==> src/rtl/tlb_lookup.sv <==
module tlb_lookup #(
  parameter int ENTRIES = 64,
  parameter int PERM_W = 4,
  localparam int IDX_W = $clog2(ENTRIES)
) (
  input  logic              clk,
  input  logic              rst_n,
  input  logic              xlate_en,
  input  logic              lk_valid,
  input  logic [31:0]       lk_va,
  output logic              hit,
  output logic [31:0]       pa,
  output logic [PERM_W-1:0] perm,
  output logic              walk_req,
  input  logic              fill_valid,
  input  logic [31:0]       fill_va,
  input  logic [31:0]       fill_pa,
  input  logic [1:0]        fill_size,
  input  logic [PERM_W-1:0] fill_perm,
  input  logic [IDX_W-1:0]  lock_base,
  input  logic              inval_all
);

  localparam int PG_W = 22;

  function automatic logic [PG_W-1:0] size_mask(input logic [1:0] s);
    case (s)
      2'd0:    return 22'h3FFC00;
      2'd1:    return 22'h3FFFC0;
      2'd2:    return 22'h3FFFFC;
      default: return 22'h3FFFFF;
    endcase
  endfunction

  logic [PG_W-1:0]   tag_q   [ENTRIES];
  logic [PG_W-1:0]   pbase_q [ENTRIES];
  logic [1:0]        size_q  [ENTRIES];
  logic [PERM_W-1:0] perm_q  [ENTRIES];
  logic [ENTRIES-1:0] valid_q;
  logic [IDX_W-1:0]   ptr_q;

  logic [ENTRIES-1:0] match, locked_mask;
  logic               any_match, any_free;
  logic [IDX_W-1:0]   hit_idx, free_idx, ptr_eff, ptr_nxt, victim;
  logic [PG_W-1:0]    hit_mask;
  logic               accept;

  for (genvar i = 0; i < ENTRIES; i++) begin : g_slot
    assign match[i] = valid_q[i] &&
                      (((tag_q[i] ^ lk_va[31:10]) & size_mask(size_q[i])) == '0);
    assign locked_mask[i] = (IDX_W'(i) < lock_base);
  end

  always_comb begin
    any_match = 1'b0;
    hit_idx   = '0;
    any_free  = 1'b0;
    free_idx  = '0;
    for (int i = ENTRIES - 1; i >= 0; i--) begin
      if (match[i]) begin
        any_match = 1'b1;
        hit_idx   = IDX_W'(i);
      end
      if (!valid_q[i]) begin
        any_free = 1'b1;
        free_idx = IDX_W'(i);
      end
    end
  end

  assign hit_mask = size_mask(size_q[hit_idx]);
  assign hit      = xlate_en && lk_valid && any_match;
  assign walk_req = xlate_en && lk_valid && !any_match;
  assign perm     = hit ? perm_q[hit_idx] : '0;
  assign pa       = !xlate_en ? lk_va :
                    {(pbase_q[hit_idx] & hit_mask) | (lk_va[31:10] & ~hit_mask), lk_va[9:0]};

  assign ptr_eff = (ptr_q < lock_base) ? lock_base : ptr_q;
  assign ptr_nxt = (ptr_eff == IDX_W'(ENTRIES - 1)) ? lock_base : ptr_eff + 1'b1;
  assign victim  = any_free ? free_idx : ptr_eff;
  assign accept  = fill_valid && !inval_all;

  always_ff @(posedge clk or negedge rst_n) begin
    if (!rst_n) begin
      valid_q <= '0;
      ptr_q   <= '0;
    end else if (inval_all) begin
      valid_q <= valid_q & locked_mask;
    end else if (fill_valid) begin
      valid_q[victim] <= 1'b1;
      ptr_q           <= ptr_nxt;
    end
  end

  always_ff @(posedge clk) begin
    if (accept) begin
      tag_q[victim]   <= fill_va[31:10];
      pbase_q[victim] <= fill_pa[31:10];
      size_q[victim]  <= fill_size;
      perm_q[victim]  <= fill_perm;
    end
  end

  assert_walk_excl_R3: assert property (@(posedge clk) disable iff (!rst_n)
    walk_req |-> !hit);

  assert_bypass_R9: assert property (@(posedge clk) disable iff (!rst_n)
    !xlate_en |-> (pa == lk_va && !hit && !walk_req));

  assert_fill_lands_R3: assert property (@(posedge clk) disable iff (!rst_n)
    accept |=> valid_q[$past(victim)]);

  assert_victim_unlocked_R7: assert property (@(posedge clk) disable iff (!rst_n)
    (accept && !any_free) |-> !locked_mask[victim]);

  assert_inval_clears_R8: assert property (@(posedge clk) disable iff (!rst_n)
    inval_all |=> ((valid_q & ~$past(locked_mask)) == '0));

  assert_inval_keeps_R8: assert property (@(posedge clk) disable iff (!rst_n)
    inval_all |=> ((valid_q & $past(locked_mask)) == ($past(valid_q) & $past(locked_mask))));

  assert_count_grows_R5: assert property (@(posedge clk) disable iff (!rst_n)
    !inval_all |=> ($countones(valid_q) >= $past($countones(valid_q))));

  assert_ptr_hold_R6: assert property (@(posedge clk) disable iff (!rst_n)
    !accept |=> $stable(ptr_q));

endmodule

==> config.mk <==
export PLATFORM = sky130hd
export DESIGN_NAME = tlb_lookup
export DESIGN_NICKNAME = d
export VERILOG_FILES = /design/src/rtl/tlb_lookup.sv
export SDC_FILE = /design/constraint.sdc
export NUM_CORES = 2
export LEC_CHECK = 0
export CORE_MARGIN = 2
export CORE_UTILIZATION = 39
export CTS_CLUSTER_SIZE = 24
export DETAILED_ROUTE_END_ITERATION = 10
export PLACE_DENSITY_LB_ADDON = 0.15
export SYNTH_ARGS = -nofsm -noshare
export SYNTH_HDL_FRONTEND = slang
export SYNTH_SLANG_ARGS = --single-unit
==> constraint.sdc <==
create_clock -name clk -period 11.55 [get_ports clk]
set_input_delay 2.8875 -clock clk [delete_from_list [all_inputs] [get_ports clk]]
set_output_delay 2.8875 -clock clk [all_outputs]
set_load 0.02 [all_outputs]
# Yosys cells after proc, flatten, opt, wreduce, memory -nomap -nowiden
# Memories as Yosys holds them, arrays and structs flattened.
# Cells that the tools add are included.
word_totals:
  mem_count: 4
  out_inout_bits: 38
  ff_bits: 70
  ram_bits: 3200
  in_bits: 114
  wordCells: 874
memory_table:
  columns: ["memory", "words", "width", "read_ports", "rd_clocked_by_memory_dff", "wr", "line", "source"]
  rows:
  - ["pbase_q", 64, 22, 1, 0, 1, "36", "logic [PG_W-1:0] pbase_q [ENTRIES];"]
  - ["tag_q", 64, 22, 64, 0, 1, "35", "logic [PG_W-1:0] tag_q [ENTRIES];"]
  - ["perm_q", 64, 4, 1, 0, 1, "38", "logic [PERM_W-1:0] perm_q [ENTRIES];"]
  - ["size_q", 64, 2, 65, 0, 1, "37", "logic [1:0] size_q [ENTRIES];"]
classes:
  n_bitwise: 135
  order_cmp: 67
  muxes: 332
  addsub: 1
  reduce_logical: 202
  eq_ne: 131
ops:
  columns: ["operator", "n"]
  rows:
  - ["10-bit case mux with 3 select lines", 65]
  - ["22-bit bitwise AND", 66]
  - ["22-bit logical NOT", 64]
  - ["22-bit XOR", 64]
  - ["6-bit 2-to-1 mux", 131]
  - ["6-bit less-than comparator, first input constant", 32]
  - ["1-bit 2-to-1 mux", 131]
  - ["2-bit by 1-bit == test with 1-bit output, second input constant", 65]
  - ["2-bit == test, second input constant", 65]
  - ["2-bit logical NOT", 65]
  - ["64-bit 2-to-1 mux", 2]
  - ["5-bit by 6-bit less-than comparator with 1-bit output, first input constant", 16]
  - ["1-bit logical AND", 69]
  - ["64-bit bitwise AND", 1]
  - ["64-bit bitwise OR", 1]
  - ["4-bit by 6-bit less-than comparator with 1-bit output, first input constant", 8]
  - ["32-bit 2-to-1 mux", 1]
  - ["3-bit by 6-bit less-than comparator with 1-bit output, first input constant", 4]
  - ["22-bit inverter", 1]
  - ["22-bit bitwise OR", 1]
  - ["1-bit by 6-bit less-than comparator with 1-bit output, first input constant", 2]
  - ["2-bit by 6-bit less-than comparator with 1-bit output, first input constant", 2]
  - ["6-bit by 7-bit less-than comparator with 1-bit output, second input constant", 1]
  - ["6-bit by 1-bit adder with 6-bit output, second input constant", 1]
  - ["other kinds (9)", 10]

# Longest topological paths before layout
# An unclocked memory read counts as a cell.
depth:
  word_depth: 77
  mapped_depth: 25
  ltp_nobuf: 17

# Worst setup path before layout
# OpenSTA, ideal clock, no wires.
synth_timing:
  path_type: "input-to-output"
  from: "input lk_va[29]"
  to: "output perm[1]"
  setup_slack_ns: 1.419
  path_buffers: 8
  cell_stages: 21
  arrival_ns: 7.243
  required_ns: 8.663
  path_cell_list: "buf_2 > buf_4 > buf_2 > xnor2_1 > nand4_1 > nor4_1 > nand2_2 > and2_0 > a311o_1 > a2111o_1 > o211a_2 > buf_6 > buf_6 > buf_6 > buf_4 > buf_4 > a211oi_1 > a21oi_1 > a211oi_1 > a21oi_1 > a2111oi_2"
synth_via:
  elab_chain_cells: 70
  elab_cells_between_ends: 387
  cone_classes: "mux (129); bitwise (128); reduce/logical (129); memory (1)"
synth_lines:
  columns: ["element", "line", "source"]
  rows:
  - ["start, declared", "10", "input logic [31:0] lk_va,"]
  - ["22-bit XOR", "50", "(((tag_q[i] ^ lk_va[31:10]) & size_mask(size_q[i])) == '0);"]
  - ["22-bit bitwise AND", "50", null]
  - ["22-bit logical NOT", "50", null]
  - ["1-bit logical AND", "49", "assign match[i] = valid_q[i] &&"]
  - ["6-bit 2-to-1 mux or 1-bit 2-to-1 mux (tied branches) (64 in a row)", "60", "if (match[i]) begin"]
  - ["memory read 64 x 4 bit or 1-bit logical AND (tied branches)", null, null]
  - ["4-bit 2-to-1 mux *", "74", "assign perm = hit ? perm_q[hit_idx] : '0;"]
  - ["end, declared", "13", "output logic [PERM_W-1:0] perm,"]
# Every way passes the cells marked *; elsewhere a longest branch is shown, timed or not.

# Final worst setup path
layout_timing:
  from: "input lk_va[12]"
  to: "output pa[11]"
layout_via:
  elab_chain_cells: 75
  elab_cells_between_ends: 331
  cone_classes: "eq/ne (2); mux (66); bitwise (132); reduce/logical (129); memory (2)"
layout_lines:
  columns: ["element", "line", "source"]
  rows:
  - ["22-bit XOR", "50", null]
  - ["22-bit bitwise AND", "50", null]
  - ["22-bit logical NOT", "50", null]
  - ["1-bit logical AND", "49", null]
  - ["6-bit 2-to-1 mux (63 in a row)", "60", null]
  - ["6-bit 2-to-1 mux *", "60", null]
  - ["memory read 64 x 2 bit", null, null]
  - ["2-bit == test, or another cell as far along", "27", "case (s)"]
  - ["10-bit case mux with 3 select lines", "27", null]
  - ["22-bit inverter", "76", "{(pbase_q[hit_idx] & hit_mask) | (lk_va[31:10] & ~hit_mask), lk_va[9:0]};"]
  - ["22-bit bitwise AND", "76", null]
  - ["22-bit bitwise OR *", "76", null]
  - ["32-bit 2-to-1 mux *", "75", "assign pa = !xlate_en ? lk_va :"]
  - ["end, declared", "12", "output logic [31:0] pa,"]
# Marks and branches as above.

==> qor.json <==
{
  "status": {"value": "completed"},
  "yosysSeqAreaShare": {"value": 70.0, "unit": "%"},
  "dp_worst_setup_slack": {"value": -1.00, "unit": "ns"},
  "clk-insertion-delay-late": {"value": 0.98, "unit": "ns"},
  "route.final.wire_length": {"value": 480, "unit": "mm"},
  "cts.htree.levels": {"value": 5},
  "reg2reg_slack": {"value": 5.21, "unit": "ns"},
  "leakagePower": {"value": 56.3, "unit": "nW"},
  "critical_path.slowest_cell": {"value": "sky130_fd_sc_hd__o41a_4"},
  "ys_seq_elements": {"value": 3270},
  "syn-instance-count": {"value": 8709},
  "hold_path_class": {"value": "reg2reg"},
  "max_freq": {"value": 0.0867, "unit": "GHz"},
  "width_of_the_die": {"value": 603, "unit": "um"},
  "final.fill_count": {"value": 30709},
  "final-max-slew-violation-count": {"value": 0},
  "hold_buffers": {"value": 0},
  "avgSynthCellArea": {"value": 16.0, "unit": "sq um"},
  "io-pin-count": {"value": 152},
  "tritoncts": {"value": "done"},
  "timing.slew.headroom": {"value": 11.6, "unit": "%"},
  "regToRegEndpoint": {"value": "pbase_q[39][8]$_DFFE_PP_"},
  "cts_buffer_depth": {"value": 4},
  "finalCritPeriodShare": {"value": 99.9, "unit": "%"},
  "vias_per_cell": {"value": 5.65},
  "drv.max_cap_violation_count": {"value": 0},
  "yosys_top_cell_by_area": {"value": "sky130_fd_sc_hd__edfxtp_1"},
  "post_layout_nonfiller_instances": {"value": 15113},
  "synth.cell_area": {"value": 0.140, "unit": "sq mm"},
  "required": {"value": 8.66, "unit": "ns"},
  "synth_top_cells_by_area": {"value": "sky130_fd_sc_hd__edfxtp_1, sky130_fd_sc_hd__xnor2_1, sky130_fd_sc_hd__mux4_2"},
  "fp.coreArea": {"value": 0.356, "unit": "sq mm"},
  "worst_pin_slew": {"value": 1.33, "unit": "ns"},
  "synthesized_net_count": {"value": 8829},
  "dieHeight": {"value": 603, "unit": "um"},
  "grt_max_degree": {"value": 76},
  "globalplace.congestion": {"value": 0.924},
  "post-route-cell-area": {"value": 0.169, "unit": "sq mm"},
  "timing.critical_path.to_type": {"value": "output pin"},
  "route.detailed.drc": {"value": 0},
  "timing.critical_path.from_type": {"value": "input pin"},
  "first_pass_iters": {"value": 6},
  "grt_overflow": {"value": 0},
  "timing.final.hold_violations": {"value": 0},
  "critical_path_arrival": {"value": 8.65, "unit": "ns"},
  "row_count": {"value": 219},
  "critical_path.most_common_cell": {"value": "sky130_fd_sc_hd__buf_4"},
  "synth.most_common_cell": {"value": "sky130_fd_sc_hd__edfxtp_1"},
  "final_util": {"value": 47.5, "unit": "%"},
  "grt_pass1_vias": {"value": 84281},
  "setup-violations-final": {"value": 0},
  "grtUsageTotal": {"value": 25.8, "unit": "%"},
  "grt_pass1_wl": {"value": 660, "unit": "mm"},
  "unrepaired_setup_endpoints_after_global_routing": {"value": "true"},
  "cts_made_buffers": {"value": 356},
  "post-route-worst-setup-slack": {"value": 0.0152, "unit": "ns"},
  "proportion_of_layout_cells_with_a_drive_suffix_above_1": {"value": 24.7, "unit": "%"},
  "initial_utilization": {"value": 39.2, "unit": "%"},
  "post_synth_edffs": {"value": 3200},
  "route.vias.total": {"value": 85375},
  "max-vdd-ir-drop": {"value": 0.000153, "unit": "V"},
  "drt-wirelength-per-cell": {"value": 31.8, "unit": "um"},
  "multi_input_area": {"value": 0.0403, "unit": "sq mm"},
  "io_buffer_count": {"value": 111},
  "power_density": {"value": 156, "unit": "mW/mm^2"},
  "cts_num_sinks": {"value": 3270},
  "place_inst": {"value": 14408},
  "final-seq-area": {"value": 0.0978, "unit": "sq mm"},
  "clock_tree.root_cell": {"value": "sky130_fd_sc_hd__clkbuf_16"},
  "worst_setup_hold_path_clk_slew": {"value": 0.06, "unit": "ns"},
  "post-route-min-period": {"value": 11.53, "unit": "ns"},
  "drtAntennaViolNets": {"value": 0},
  "fin_nets": {"value": 10186},
  "placed_cell_area": {"value": 0.156, "unit": "sq mm"},
  "timing.reg2reg.worst_path_depth": {"value": 14},
  "detailedPlacementHpwl": {"value": 306, "unit": "mm"},
  "ys_async_sr_fraction": {"value": 2.14, "unit": "%"},
  "synthToLayoutAreaGrowth": {"value": 21.1, "unit": "%"},
  "worst_clock_skew": {"value": 0.0594, "unit": "ns"},
  "report.power.total": {"value": 26.4, "unit": "mW"},
  "critical_path_peak_fanout": {"value": 11},
  "worst-setup-path-type": {"value": "in2out"},
  "setup.worst_path.start": {"value": "lk_va[12]"},
  "synth_commonest_cells": {"value": "sky130_fd_sc_hd__edfxtp_1, sky130_fd_sc_hd__xnor2_1, sky130_fd_sc_hd__xor2_1"},
  "synth_top_cell_area_share": {"value": 68.8, "unit": "%"},
  "critical_path.reg2reg.startpoint": {"value": "ptr_q[1]$_DFFE_PN0P_"},
  "endpoint": {"value": "pa[11]"},
  "detailedRoute.firstIterationViolations": {"value": 9669},
  "dieArea": {"value": 0.363, "unit": "sq mm"},
  "yosysWarnings": {"value": 0},
  "synthDistinctLibCells": {"value": 113},
  "synth_top_flop_cell": {"value": "sky130_fd_sc_hd__edfxtp_1"},
  "initial_antenna_violation_count": {"value": 21},
  "worst_path_largest_cell_delay": {"value": 0.58, "unit": "ns"}
}
[cells in the final DEF (no fill, tap or decap), types with 22 or more instances in the layout]
| cell | Yosys | layout |
|---|---|---|
| sky130_fd_sc_hd__nor2b_1 | 68 | 68 |
| sky130_fd_sc_hd__o211ai_1 | 50 | 50 |
| sky130_fd_sc_hd__buf_4 | 108 | 1150 |
| sky130_fd_sc_hd__and4_1 | 25 | 24 |
| sky130_fd_sc_hd__clkbuf_1 | 103 | 74 |
| sky130_fd_sc_hd__nand3_1 | 185 | 183 |
| sky130_fd_sc_hd__a32oi_1 | 29 | 26 |
| sky130_fd_sc_hd__nand4_1 | 283 | 283 |
| sky130_fd_sc_hd__clkbuf_16 | 0 | 378 |
| sky130_fd_sc_hd__nor4_1 | 160 | 135 |
| sky130_fd_sc_hd__clkinv_2 | 0 | 53 |
| sky130_fd_sc_hd__a41oi_1 | 22 | 22 |
| sky130_fd_sc_hd__o41ai_1 | 33 | 25 |
| sky130_fd_sc_hd__nor2_4 | 0 | 62 |
| sky130_fd_sc_hd__a21oi_1 | 250 | 233 |
| sky130_fd_sc_hd__dfrtp_1 | 70 | 70 |
| sky130_fd_sc_hd__or3_1 | 25 | 25 |
| sky130_fd_sc_hd__edfxtp_1 | 3200 | 3200 |
| sky130_fd_sc_hd__nor4_2 | 4 | 25 |
| sky130_fd_sc_hd__mux2_2 | 180 | 176 |
| sky130_fd_sc_hd__nor3_1 | 41 | 38 |
| sky130_fd_sc_hd__buf_2 | 131 | 35 |
| sky130_fd_sc_hd__a211oi_1 | 232 | 201 |
| sky130_fd_sc_hd__buf_12 | 1 | 153 |
| sky130_fd_sc_hd__xor2_1 | 423 | 423 |
| sky130_fd_sc_hd__nand4b_1 | 29 | 29 |
| sky130_fd_sc_hd__nand2_1 | 408 | 408 |
| sky130_fd_sc_hd__buf_6 | 73 | 46 |
| sky130_fd_sc_hd__o21ai_0 | 171 | 160 |
| sky130_fd_sc_hd__inv_1 | 93 | 93 |
| sky130_fd_sc_hd__mux4_2 | 202 | 202 |
| sky130_fd_sc_hd__nor2_1 | 315 | 249 |
| sky130_fd_sc_hd__clkinv_1 | 1 | 95 |
| sky130_fd_sc_hd__a31oi_1 | 57 | 53 |
| sky130_fd_sc_hd__bufinv_16 | 0 | 33 |
| sky130_fd_sc_hd__a21boi_0 | 25 | 24 |
| sky130_fd_sc_hd__mux2i_1 | 324 | 323 |
| sky130_fd_sc_hd__xnor2_1 | 991 | 979 |
| sky130_fd_sc_hd__a211oi_2 | 1 | 27 |
[timing repair]
action / in CTS / in global routing
buffers inserted: 24 / 20
endpoints found under the setup margin: 26 / 26
resized for setup: 161 / 183
cloned: 1 / 9
pin swaps: 25 / 47
[worst min path at each step]
stage                                     from              endpoint  cells past startpoint
after floorplan           ptr_q[1]$_DFFE_PN0P_  ptr_q[1]$_DFFE_PN0P_                      2
after global placement    ptr_q[1]$_DFFE_PN0P_  ptr_q[1]$_DFFE_PN0P_                      2
after detailed placement  ptr_q[1]$_DFFE_PN0P_  ptr_q[1]$_DFFE_PN0P_                      2
after CTS                 ptr_q[1]$_DFFE_PN0P_  ptr_q[1]$_DFFE_PN0P_                      2
after global routing      ptr_q[1]$_DFFE_PN0P_  ptr_q[1]$_DFFE_PN0P_                      2
final                     ptr_q[1]$_DFFE_PN0P_  ptr_q[1]$_DFFE_PN0P_                      2
[metal layers]
metal / vias to the layer above / part of all wire (%) / GRT usage (%)
met5: - / 0.0088 / 0
met4: 8 / 3.4 / 8.04
met3: 692 / 6.6 / 3.07
met2: 3298 / 47 / 41.8
met1: 44776 / 43 / 36.4
li1: 36601 / - / -
[metrics by stage]
| step | TNS [ns] | hold slack, ns |
|---|---|---|
| 2_1_floorplan | 0 | 0.475 |
| 3_3_place_gp | -21.24 | 0.493 |
| 3_5_place_dp | -21.16 | 0.507 |
| 4_1_cts | -0.000389 | 0.520 |
| 5_1_grt | -0.233 | 0.571 |
| 6_report | 0 | 0.522 |
[kinds of logic (layout without fill, tap and decap cells)]
group / Yosys count / count (layout) / synth area share (%)
mux: 713 / 713 / 7.10
fa+ha+maj: 6 / 6 / 0.0537
xor+xnor: 1415 / 1415 / 8.88
other cells: 0 / 6 / 0
flops: 3270 / 3270 / 70.0
compound gates: 1096 / 1096 / 5.43
buf+inv: 527 / 2174 / 2.23
simple gates: 1682 / 1682 / 6.27
[flip-flops by register name, indices dropped and copies added, names as in the netlist]
register and flops:
pbase_q 1408, tag_q 1408, perm_q 256, size_q 128, valid_q 64, ptr_q 6
[where the power goes]
group	leakage [nW]	switching (mW)	internal [mW]
Clock	5.56	4.76	6.56
Sequential	29.7	0.0956	13.2
Combinational	21.1	1.20	0.553
[layout make-up]
cell class                 count  share of cell area [%]
tap                         4751                    3.51
multi-input combinational   4912                    23.8
clock buffer                 443                    5.62
timing repair buffer        1431                    7.85
clock inverter               205                    1.13
sequential                  3270                    57.8
antenna                        6                 0.00887
inverter                      95                   0.212
[critical path, delay by kind of cell]
kind	cells	cell delay [ns]
buffers and inverters	12	1.92
AO/OA/AOI/OAI	7	1.60
AND/OR/NAND/NOR	5	1.20
multiplexers	4	0.77
XOR/XNOR	1	0.16
Note: power is estimated with default switching activity, not from simulation.
